$ cat src/rtl/can_rxq_pkg.sv
package can_rxq_pkg;
  localparam int SLOTS = 3;
  localparam int PTR_W = 2;
  localparam int LVL_W = 2;

  typedef enum logic [2:0] {
    OP_IDLE,
    OP_PUSH,
    OP_POP,
    OP_SWAP,
    OP_OVERWRITE
  } rxq_op_e;

  function automatic logic [PTR_W-1:0] slot_inc(input logic [PTR_W-1:0] p);
    return (p == PTR_W'(SLOTS - 1)) ? '0 : p + PTR_W'(1);
  endfunction

  function automatic logic [PTR_W-1:0] slot_dec(input logic [PTR_W-1:0] p);
    return (p == '0) ? PTR_W'(SLOTS - 1) : p - PTR_W'(1);
  endfunction

  function automatic rxq_op_e decode_op(input logic [LVL_W-1:0] lvl,
                                        input logic wr, input logic rl);
    rxq_op_e op;
    if (wr && rl)      op = (lvl == '0) ? OP_PUSH : OP_SWAP;
    else if (wr)       op = (lvl == LVL_W'(SLOTS)) ? OP_OVERWRITE : OP_PUSH;
    else if (rl)       op = (lvl == '0) ? OP_IDLE : OP_POP;
    else               op = OP_IDLE;
    return op;
  endfunction
endpackage

$ cat src/rtl/rxq_ctrl.sv
module rxq_ctrl
  import can_rxq_pkg::*;
(
  input  logic             clk,
  input  logic             rst,
  input  logic             wr_en,
  input  logic             rel,
  input  logic             ovr_clr,
  output logic [PTR_W-1:0] wr_slot,
  output logic [PTR_W-1:0] rd_slot,
  output logic [LVL_W-1:0] level,
  output logic             overrun,
  output logic             do_write,
  output logic             do_overwrite
);
  logic [PTR_W-1:0] wp_q, rp_q;
  logic [LVL_W-1:0] lvl_q;
  logic             ovr_q;
  rxq_op_e          op;

  always_comb begin
    op           = decode_op(lvl_q, wr_en, rel);
    do_overwrite = (op == OP_OVERWRITE);
    do_write     = (op == OP_PUSH) || (op == OP_SWAP) || do_overwrite;
    // an overwrite lands on the newest entry, one behind the write slot
    wr_slot      = do_overwrite ? slot_dec(wp_q) : wp_q;
  end

  always_ff @(posedge clk) begin
    if (rst) begin
      wp_q  <= '0;
      rp_q  <= '0;
      lvl_q <= '0;
      ovr_q <= 1'b0;
    end else begin
      unique case (op)
        OP_PUSH: begin
          wp_q  <= slot_inc(wp_q);
          lvl_q <= lvl_q + LVL_W'(1);
        end
        OP_POP: begin
          rp_q  <= slot_inc(rp_q);
          lvl_q <= lvl_q - LVL_W'(1);
        end
        OP_SWAP: begin
          wp_q <= slot_inc(wp_q);
          rp_q <= slot_inc(rp_q);
        end
        default: ;
      endcase
      if (do_overwrite)  ovr_q <= 1'b1;
      else if (ovr_clr)  ovr_q <= 1'b0;
    end
  end

  assign rd_slot = rp_q;
  assign level   = lvl_q;
  assign overrun = ovr_q;
endmodule

$ cat src/rtl/rxq_store.sv
module rxq_store
  import can_rxq_pkg::*;
#(
  parameter int MSG_W = 99
) (
  input  logic             clk,
  input  logic             we,
  input  logic [PTR_W-1:0] wr_slot,
  input  logic [MSG_W-1:0] wr_msg,
  input  logic [PTR_W-1:0] rd_slot,
  output logic [MSG_W-1:0] rd_msg
);
  logic [MSG_W-1:0] slot_q [SLOTS];

  for (genvar g = 0; g < SLOTS; g++) begin : g_slot
    always_ff @(posedge clk) begin
      if (we && (wr_slot == PTR_W'(g))) slot_q[g] <= wr_msg;
    end
  end

  always_comb begin
    rd_msg = slot_q[0];
    for (int i = 1; i < SLOTS; i++) begin
      if (rd_slot == PTR_W'(i)) rd_msg = slot_q[i];
    end
  end
endmodule

$ cat src/rtl/can_rxq_fifo.sv
module can_rxq_fifo
  import can_rxq_pkg::*;
#(
  parameter int ID_W   = 29,
  parameter int DLC_W  = 4,
  parameter int DATA_B = 8,
  localparam int MSG_W = ID_W + 2 + DLC_W + 8 * DATA_B
) (
  input  logic             clk,
  input  logic             rst,
  input  logic             wr_en,
  input  logic [MSG_W-1:0] wr_msg,
  input  logic             rel,
  input  logic             ovr_clr,
  output logic [MSG_W-1:0] rd_msg,
  output logic             rd_valid,
  output logic [LVL_W-1:0] level,
  output logic             full,
  output logic             overrun
);
  logic [PTR_W-1:0] wr_slot, rd_slot;
  logic             do_write, do_overwrite;

  rxq_ctrl u_ctrl (
    .clk, .rst, .wr_en, .rel, .ovr_clr,
    .wr_slot, .rd_slot, .level, .overrun, .do_write, .do_overwrite
  );

  rxq_store #(.MSG_W(MSG_W)) u_store (
    .clk, .we(do_write), .wr_slot, .wr_msg, .rd_slot, .rd_msg
  );

  assign rd_valid = (level != '0);
  assign full     = (level == LVL_W'(SLOTS));
endmodule

$ cat config.mk
export PLATFORM = sky130hd
export DESIGN_NAME = can_rxq_fifo
export DESIGN_NICKNAME = d
export VERILOG_FILES = /design/src/rtl/can_rxq_pkg.sv /design/src/rtl/rxq_ctrl.sv /design/src/rtl/rxq_store.sv /design/src/rtl/can_rxq_fifo.sv
export SDC_FILE = /design/constraint.sdc
export NUM_CORES = 1
export LEC_CHECK = 0
export BUFFER_PORTS_ARGS = -buffer_cell sky130_fd_sc_hd__buf_2
export CAP_MARGIN = 20
export CORE_MARGIN = 8
export CORE_UTILIZATION = 50
export CTS_BUF_LIST = sky130_fd_sc_hd__clkbuf_8
export CTS_CLUSTER_DIAMETER = 100
export DETAILED_ROUTE_END_ITERATION = 12
export MAX_ROUTING_LAYER = met4
export PLACE_DENSITY = 0.77
export SLEW_MARGIN = 0
export SYNTH_ARGS = -nofsm -noshare
export SYNTH_HDL_FRONTEND = slang
export SYNTH_SLANG_ARGS = --single-unit
$ cat constraint.sdc
create_clock -name clk -period 12.14 [get_ports clk]
set_clock_uncertainty 0.2 [all_clocks]
set_input_delay 1.214 -clock clk [delete_from_list [all_inputs] [get_ports clk]]
set_output_delay 1.214 -clock clk [all_outputs]
set_load 0.02 [all_outputs]
==> summary.md, run 1 <==
| Metric | Value |
|---|---|
| Status | `completed` |
| Commonest cells after routing, fill and taps aside | `edfxtp_1 (297), buf_2 (207), a21oi_1 (103)` |
| Hold buffer count at cts | `0` |
| IO Pins | `between 200 and 250` |
| RSZ-0062 raised after global routing | `false` |
| Core ar. | `24800 um^2` |
| Slew @ Worst Pin | `between 1000 and 1500 ps` |
| Avg Vias per Cell | `around 5.3` |
| Synth Area in Compound Gates | `10.5%` |
| Post-synthesis simple-gate area fraction | `6.19%` |
| FILL cells | `1928` |
| Sequential area share after synthesis | `72.5%` |
| Worst setup SP type | `register` |
| Crit-path slowest cell | `dfxtp_4` |
| Mapped Cells | `803` |
| Worst path bufs/invs | `2` |
| Reg2Reg Depth | `4` |
| Initial antenna violation count | `8` |
| R2R Setup Slk | `around 9000 ps` |
| Post-synth EDFFs | `297` |
| RR Endpoint | `u_store.slot_q[0][44]` |
| Largest family of logic cells by synthesized area | `compound AO/OA/AOI/OAI gates` |
| Minimum clock period | `4770 ps` |
| Worst path max stage delay | `slightly above 1000 ps` |
| Post-synthesis xor/xnor area fraction | `0%` |
| Commonest non-fill, non-tap cell in the layout | `edfxtp_1` |
| P_leak | `a little over 5 nW` |
| Finished layout cell area | `approximately 15000 um^2` |
| Final net count | `around 1100` |
| Post-DP HPWL | `around 15000 um` |
| Root Driver | `clkbuf_8` |
| Total negative slack | `0 ps` |
| Detailed Route WL | `roughly 24000 um` |
| Largest net degree at the start of global routing | `around 210` |
| HP Start | `u_ctrl.wp_q[0]` |
| Final Core Density | `about three fifths` |
| Worst Hold Class | `reg -> reg` |
| Max Fclk | `210 MHz` |
| Mapped Area | `12500 um^2` |
| Routability cong. | `roughly 0.69` |
| Max Cap Viol | `0` |
| Drt initial violations | `424` |
| Cell depth of the worst hold path | `2` |
| Die ar. | `a little over 30000 um^2` |
| Residual DRC | `0` |
| Post-synthesis mux area share | `under 10%` |
| Hold endpoint | `u_ctrl.wp_q[0]` |
| IO buf count | `between 200 and 250` |
| CTS tree | `done` |
| CTS H-tree lvls | `2` |
| Max clock buf depth | `3` |
| DP Area | `roughly 14000 um^2` |
| Worst-path cell chain | `buf_12 > nor2b_1 > a211oi_1 > a21oi_1 > buf_2` |
| Fin. Hold Viols | `0` |
| Avg Inst Size Synth | `between 15 and 20 um^2` |
| Slew Limit Fails | `0` |
| Post-route clock period utilization | `about two fifths` |
| Flops & latches, synth | `around 300` |
| Distinct cells, synth | `29` |
| Die width | `around 170 um` |
| Power per cell area | `between 150 and 200 nW/um^2` |
| Wire per inst | `approximately 17 um` |
| Postcts setup bufs | `0` |
| CTS clk-pin slew, worst paths | `roughly 60 ps` |
| Critical R2R Launch | `u_ctrl.level[0]` |
| CP Max Fanout | `213` |
| Crit path DAT | `3350 ps` |
| CP required | `approximately 11000 ps` |
| First-pass GRT wire length | `about 38000 um` |
| CTS Buf Count | `48` |
| Most used DFF post-synth | `edfxtp_1` |
| Warnings from Yosys | `0` |
| CP Class | `reg -> out` |
| Post-synth ARST share | `0%` |
| Syn-to-layout area delta | `17.8%` |
| Post-synthesis adder-cell area fraction | `less than 1%` |
| Vias in the first global route | `7382` |
| Remaining Overflow, GRT | `0` |
| Final setup viols | `0` |
| Initial Util | `between 50% and 60%` |
| Worst skew pair latency | `between 500 and 600 ps` |
| Max rail drop VDD | `~0.11 mV` |
| Top delay family on crit path | `flip-flops` |
| # rows | `58` |
| Clock sinks | `roughly 300` |
| Die H | `about 170 um` |
| Routed via count | `approximately 7300` |
| Post-route ant nets | `0` |
| Share of layout cells above drive strength 1 | `a little over a quarter` |
| Drt pass-1 iters | `5` |
| GRT Util Overall | `15.9%` |
| Crit end category | `output pin` |
| Post_cts resized | `0` |
| Max-slew headroom | `between 10% and 20%` |
| Post-synth net total | `910` |
-- Yosys cell counts, types with 5 or more instances --
| library cell | number | area, um^2 |
|---|---|---|
| nor2b_1 | 101 | 632 |
| clkbuf_1 | 31 | 116 |
| buf_2 | 16 | 80.1 |
| buf_4 | 9 | 67.6 |
| edfxtp_1 | 297 | 8920 |
| dfxtp_1 | 7 | 140 |
| nand2b_1 | 5 | 31.3 |
| a21oi_1 | 103 | 515 |
| a211oi_1 | 99 | 743 |
| mux2i_1 | 102 | 1020 |
-- kinds of logic after synthesis --
family / Yosys count
compound gates: 210
flops: 304
buf+inv: 60
mux: 102
fa+ha+maj: 3
simple gates: 124
-- state kept, by name, indices dropped and copies added (netlist names) --
name and flops:
u_ctrl.overrun 1, u_ctrl.rd_slot 2, u_store.slot_q 297, u_ctrl.wp_q 2, u_ctrl.level 2
-- per-layer routing --
layer / track usage [%] / routed length [um] / vias up
li1: - / - / 3565
met1: 18.5 / 10000 / 3500
met2: 25.9 / 11800 / 212
met3: 4.90 / 1640 / 45
met4: 5.49 / 561 / 0
met5: - / 0 / -
-- per-stage QoR --
step / setup WS (ps) / power, mW / cells / hold slack [ps]
6_report: 7370 / 2.34 / 1386 / 305
5_1_grt: 7170 / 2.44 / 1386 / 334
4_1_cts: 7420 / 2.37 / 1378 / 312
3_5_place_dp: 8020 / 1.53 / 1289 / 301
3_3_place_gp: 8090 / 1.53 / 1289 / 299
2_1_floorplan: 7400 / 1.43 / 803 / 273
-- how the worst max path moves through the flow --
stage / start / endpoint / slack (ps) / cells after the start
2_1_floorplan: wr_en / u_store.slot_q[0][0] / 7400 / 4
3_5_place_dp: wr_en / u_store.slot_q[0][85] / 8020 / 5
5_1_grt: u_ctrl.rd_slot[1] / rd_msg[34] / 7170 / 5
4_1_cts: u_ctrl.rd_slot[0] / rd_msg[88] / 7420 / 5
3_3_place_gp: u_ctrl.rd_slot[1] / rd_msg[62] / 8090 / 4
6_report: u_ctrl.rd_slot[1] / rd_msg[10] / 7370 / 5
-- where the power goes --
group,switching (mW),internal (mW),leakage [nW]
Clock,0.372,0.460,0.553
Sequential,0.0217,1.21,2.80
Combinational,0.177,0.0934,1.69
Total,0.571,1.77,5.05
-- final cells by class --
class                           instances  area (um^2)  area share, %
Sequential cell                       304         9070           61.6
Multi-Input combinational cell        439         3170           21.5
Timing Repair Buffer                  213         1090           7.43
Clock buffer                           52          716           4.86
Tap cell                              330          413           2.81
Clock inverter                         37          231           1.57
Antenna cell                            8         20.0          0.136
Inverter                                3         11.3         0.0765
-- worst min-delay path: stages, from the launching register on --
cell and delay [ps]:
dfxtp_1 340, nand2b_1 70, mux2i_1 50
Note: power is estimated with default switching activity, not from simulation.
==> run 2: changes to the inputs <==
==> constraint.sdc (replaced) <==
create_clock -name clk -period 4.6 [get_ports clk]
set_clock_uncertainty 0.2 [all_clocks]
set_input_delay 0.46 -clock clk [delete_from_list [all_inputs] [get_ports clk]]
set_output_delay 0.46 -clock clk [all_outputs]
set_load 0.02 [all_outputs]
==> summary.md, run 2 (same netlist as run 1, synthesis figures left out) <==
| Metric | Value |
|---|---|
| Postcts setup bufs | `0` |
| CTS tree | `done` |
| Post-route ant nets | `0` |
| Worst hold margin | `177 ps` |
| Worst skew pair latency | `about 530 ps` |
| First-pass GRT wire length | `40600 um` |
| Slew Limit Fails | `0` |
| Multi-input logic area | `3170 um^2` |
| Power per cell area | `slightly below 400 nW/um^2` |
| CP Class | `reg -> out` |
| CTS clk-pin slew, worst paths | `60 ps` |
| Core ar. | `approximately 25000 um^2` |
| CP Max Fanout | `106` |
| Max clock buf depth | `3` |
| Finished layout cell area | `roughly 16000 um^2` |
| Die width | `roughly 170 um` |
| DP Area | `around 14000 um^2` |
| Die H | `174 um` |
| Max-slew headroom | `33.2%` |
| Crit end category | `output pin` |
| Share of layout cells above drive strength 1 | `24.7%` |
| Sequential cell area | `9070 um^2` |
| Minimum clock period | `3100 ps` |
| Max rail drop VDD | `0.308 mV` |
| Total Power | `6.08 mW` |
| Hold buffer count at cts | `approximately 100` |
| Root Driver | `clkbuf_8` |
| Clock sinks | `slightly above 300` |
| Total negative slack | `0 ps` |
| RSZ-0062 raised after global routing | `false` |
| Initial antenna violation count | `5` |
| Routed via count | `7774` |
| GRT Util Overall | `17.0%` |
| Drt initial violations | `between 400 and 500` |
| Vias in the first global route | `between 7000 and 8000` |
| Remaining Overflow, GRT | `0` |
| Routability cong. | `roughly 0.75` |
| Post_cts resized | `0` |
| Fin. Hold Viols | `0` |
| P_leak | `around 5.5 nW` |
| Worst setup SP type | `register` |
| Wire per inst | `17.4 um` |
| Commonest cells after routing, fill and taps aside | `edfxtp_1 (297), buf_2 (207), a21oi_1 (103)` |
| Drt pass-1 iters | `4` |
| Final net count | `around 1200` |
| Post-DP HPWL | `~15000 um` |
| # rows | `a little under 60` |
| FILL cells | `between 1500 and 2000` |
| Slew @ Worst Pin | `between 1000 and 1500 ps` |
| CTS Buf Count | `48` |
| Crit path DAT | `~2400 ps` |
| Die ar. | `30300 um^2` |
| CP required | `just under 4000 ps` |
| Max Cap Viol | `0` |
| CTS H-tree lvls | `2` |
| Final Core Density | `a little under two thirds` |
| Syn-to-layout area delta | `25.9%` |
| Reg with most FFs | `u_store.slot_q` |
| Max Fclk | `around 320 MHz` |
| Post-route clock period utilization | `approximately 67%` |
| Avg Vias per Cell | `~5.2` |
| Largest net degree at the start of global routing | `118` |
| IO Pins | `208` |
| Final setup viols | `0` |
| Initial Util | `50.3%` |
| Detailed Route WL | `~26000 um` |
| Residual DRC | `0` |
| Commonest non-fill, non-tap cell in the layout | `edfxtp_1` |
| IO buf count | `about 210` |
| Largest register FFs | `297` |
| Worst Hold Class | `in -> reg` |
| Status | `completed` |
==> run 2: layout make-up <==
class / count / area share (%)
Antenna cell: 5 / 0.0796
Clock buffer: 53 / 4.64
Clock inverter: 31 / 0.827
Inverter: 3 / 0.0716
Multi-Input combinational cell: 439 / 20.1
Sequential cell: 304 / 57.6
Tap cell: 330 / 2.63
Timing Repair Buffer: 317 / 14.0
==> run 2: stage by stage <==
stage          instances  setup WS [ps]
3_5_place_dp        1291           1570
2_1_floorplan        803            613
6_report            1482           1500
5_1_grt             1482           1310
4_1_cts             1476           1460
3_3_place_gp        1291           1690
==> run 2: routing by layer <==
layer  track usage [%]  part of all wire, %  vias to the layer above
met2              28.1                   49                      226
met1              20.1                   43                     3727
li1                  -                    -                     3765
met5                 -                    0                        -
met4              5.84                  2.4                        0
met3              4.23                  5.5                       56
==> run 2: path summary, 6_finish.rpt <==
check | startpoint | end | slack [ps] | cells past startpoint
max | u_ctrl.rd_slot[0] | rd_msg[21] | 1500 | 4
min | wr_en | u_ctrl.level[1] | 180 | 3
max reg2reg | u_ctrl.level[0] | u_store.slot_q[0][62] | 1740 | 4
min reg2reg | u_ctrl.overrun | u_ctrl.overrun | 290 | 2
==> run 2: power breakdown <==
part	internal [mW]	total, mW	switching (mW)
clock	1.05	2.01	0.962
combinational	0.310	0.806	0.496
sequential	3.20	3.26	0.0564
total	4.57	6.08	1.51
==> run 2: critical path, cell delays in order (launching register included) <==
cell and delay (ps):
dfxtp_4 700, buf_12 420, a211oi_1 90, a21oi_1 310, buf_2 230
==> run 3: changes to the inputs <==
==> constraint.sdc (replaced) <==
create_clock -name clk -period 3.1 [get_ports clk]
set_clock_uncertainty 0.2 [all_clocks]
set_input_delay 0.31 -clock clk [delete_from_list [all_inputs] [get_ports clk]]
set_output_delay 0.31 -clock clk [all_outputs]
set_load 0.02 [all_outputs]
==> summary.md, run 3 (same netlist as run 1, synthesis figures left out) <==
| Metric | Value |
|---|---|
| Status | `completed` |
| Drt pass-1 iters | `4` |
| Core ar. | `about 25000 um^2` |
| Initial Util | `around half` |
| Crit path DAT | `~2200 ps` |
| Crit. Startpoint | `u_ctrl.rd_slot[0]` |
| Avg Vias per Cell | `between 5 and 6` |
| Worst Hold Class | `in -> reg` |
| Worst skew pair latency | `about 540 ps` |
| DP Area | `between 10000 and 15000 um^2` |
| Commonest cells after routing, fill and taps aside | `edfxtp_1 (297), buf_2 (207), dlygate4sd3_1 (105)` |
| CTS clk-pin slew, worst paths | `about 60 ps` |
| Finished layout cell area | `roughly 16000 um^2` |
| Critical R2R Launch | `u_ctrl.level[0]` |
| Slew @ Worst Pin | `710 ps` |
| CP Class | `reg -> out` |
| Post-route clock period utilization | `a little under 90%` |
| Vias in the first global route | `between 7000 and 8000` |
| Post-DP HPWL | `roughly 15000 um` |
| Die width | `approximately 170 um` |
| Cell depth of the worst hold path | `4` |
| CP Max Fanout | `roughly 60` |
| # rows | `between 50 and 60` |
| Minimum clock period | `about 2700 ps` |
| Wire per inst | `~18 um` |
| Fin. Hold Viols | `0` |
| Max-slew headroom | `roughly 53%` |
| Reg2Reg Depth | `4` |
| Hold endpoint | `u_ctrl.level[0]` |
| Routability cong. | `roughly 0.75` |
| RSZ-0062 raised after global routing | `false` |
| Slew Limit Fails | `0` |
| Final setup viols | `0` |
| IO buf count | `approximately 210` |
| Crit-path slowest cell | `dfxtp_4` |
| Die H | `174 um` |
| Post-route ant nets | `0` |
| Total Power | `slightly above 9 mW` |
| Max Fclk | `between 300 and 400 MHz` |
| Top delay family on crit path | `flip-flops` |
| GRT Util Overall | `roughly 17%` |
| Worst path bufs/invs | `2` |
| Drt initial violations | `421` |
| CTS H-tree lvls | `2` |
| Routed via count | `between 7000 and 8000` |
| Crit end category | `output pin` |
| Finished Layout Cells | `between 1000 and 1500` |
| Grt peak-use layer | `met2` |
| GR Util met3 | `4.79%` |
| Worst path max stage delay | `820 ps` |
| Root Driver | `clkbuf_8` |
| Largest net degree at the start of global routing | `~120` |
| Reg with most FFs | `u_store.slot_q` |
| Final net count | `about 1200` |
| First-pass GRT wire length | `approximately 41000 um` |
| Max clock buf depth | `3` |
| M1 GR Usage | `about a fifth` |
| Max rail drop VDD | `around 0.41 mV` |
| RR Endpoint | `u_store.slot_q[0][62]` |
| Detailed Route WL | `26100 um` |
| Worst hold margin | `119 ps` |
| Largest register FFs | `slightly below 300` |
| Residual DRC | `0` |
| Worst-path cell chain | `buf_4 > a211oi_1 > a21oi_1 > buf_2` |
| Inst Count DP | `around 1300` |
| CTS Buf Count | `roughly 50` |
| P_leak | `5.50 nW` |
| HP Start | `rel` |
| Remaining Overflow, GRT | `0` |
| CP required | `between 2000 and 3000 ps` |
| Max Cap Viol | `0` |
| Clock sinks | `304` |
| Worst setup SP type | `register` |
| GR Util met2 | `roughly 28%` |
| Die ar. | `between 30000 and 40000 um^2` |
| Power per cell area | `around 570 nW/um^2` |
| IO Pins | `roughly 210` |
| R2R Setup Slk | `610 ps` |
| Commonest non-fill, non-tap cell in the layout | `edfxtp_1` |
| Total negative slack | `0 ps` |
| Initial antenna violation count | `1` |
| CTS tree | `done` |
| Share of layout cells above drive strength 1 | `roughly 25%` |
| Syn-to-layout area delta | `26.7%` |
-- run 3: cell count changes in the layout (fill, tap and decap cells not counted) --
| cell | previous run | this run |
|---|---|---|
| clkbuf_8 | 53 | 55 |
| clkinv_2 | 5 | 3 |
| clkinv_1 | 7 | 6 |
| buf_12 | 5 | 10 |
| clkinvlp_4 | 2 | 0 |
| inv_1 | 20 | 18 |
| dlygate4sd3_1 | 101 | 105 |
| diode_2 | 5 | 1 |
| buf_16 | 1 | 0 |
-- run 3: worst max path at each step --
stage | endpoint | slack (ps) | cells after the start
floorplan | u_store.slot_q[0][0] | 140 | 4
global placement | u_store.slot_q[0][9] | 780 | 5
detailed placement | u_store.slot_q[0][10] | 650 | 5
CTS | rd_msg[29] | 290 | 4
global route | rd_msg[29] | 180 | 4
finish | rd_msg[29] | 360 | 4
-- run 3: tightest hold or removal path, stage by stage --
cell and delay, ps:
buf_2 140, nor2b_1 70, a21oi_1 150, o21ba_1 130
-- run 3: layout make-up --
class / count / area, um^2
diodes: 1 / 2.50
clock buffers: 55 / 757
clock inverters: 24 / 93.8
fillers: 1802 / 9000
inverters: 3 / 11.3
multi-input cells: 439 / 3170
flip-flops and latches: 304 / 9070
well taps: 330 / 413
repair buffers: 325 / 2310
-- run 3: layer usage --
metal / wire (um) / vias to the layer above
met5: 0 / -
met4: 549 / 0
met3: 1590 / 45
met2: 13100 / 198
met1: 10900 / 3724
li1: - / 3782
-- run 3: report_power, final --
part | switching [mW] | total, mW | leakage (nW) | internal, mW
Combinational | 0.734 | 1.21 | 2.19 | 0.477
Clock | 1.42 | 3.01 | 0.496 | 1.60
Sequential | 0.0875 | 4.84 | 2.80 | 4.75
Total | 2.24 | 9.06 | 5.50 | 6.83
-- run 3: repair_timing --
action,CTS,global route
resized for setup,0,0
buffers inserted,0,0
hold buffers,105,0
hold endpoints to repair,303,0
-- run 3: stage by stage --
step           setup WS, ps  util, %
2_1_floorplan           141        -
3_3_place_gp            784     56.1
3_5_place_dp            649     56.1
4_1_cts                 294     63.7
5_1_grt                 179     63.7
6_report                358     63.7
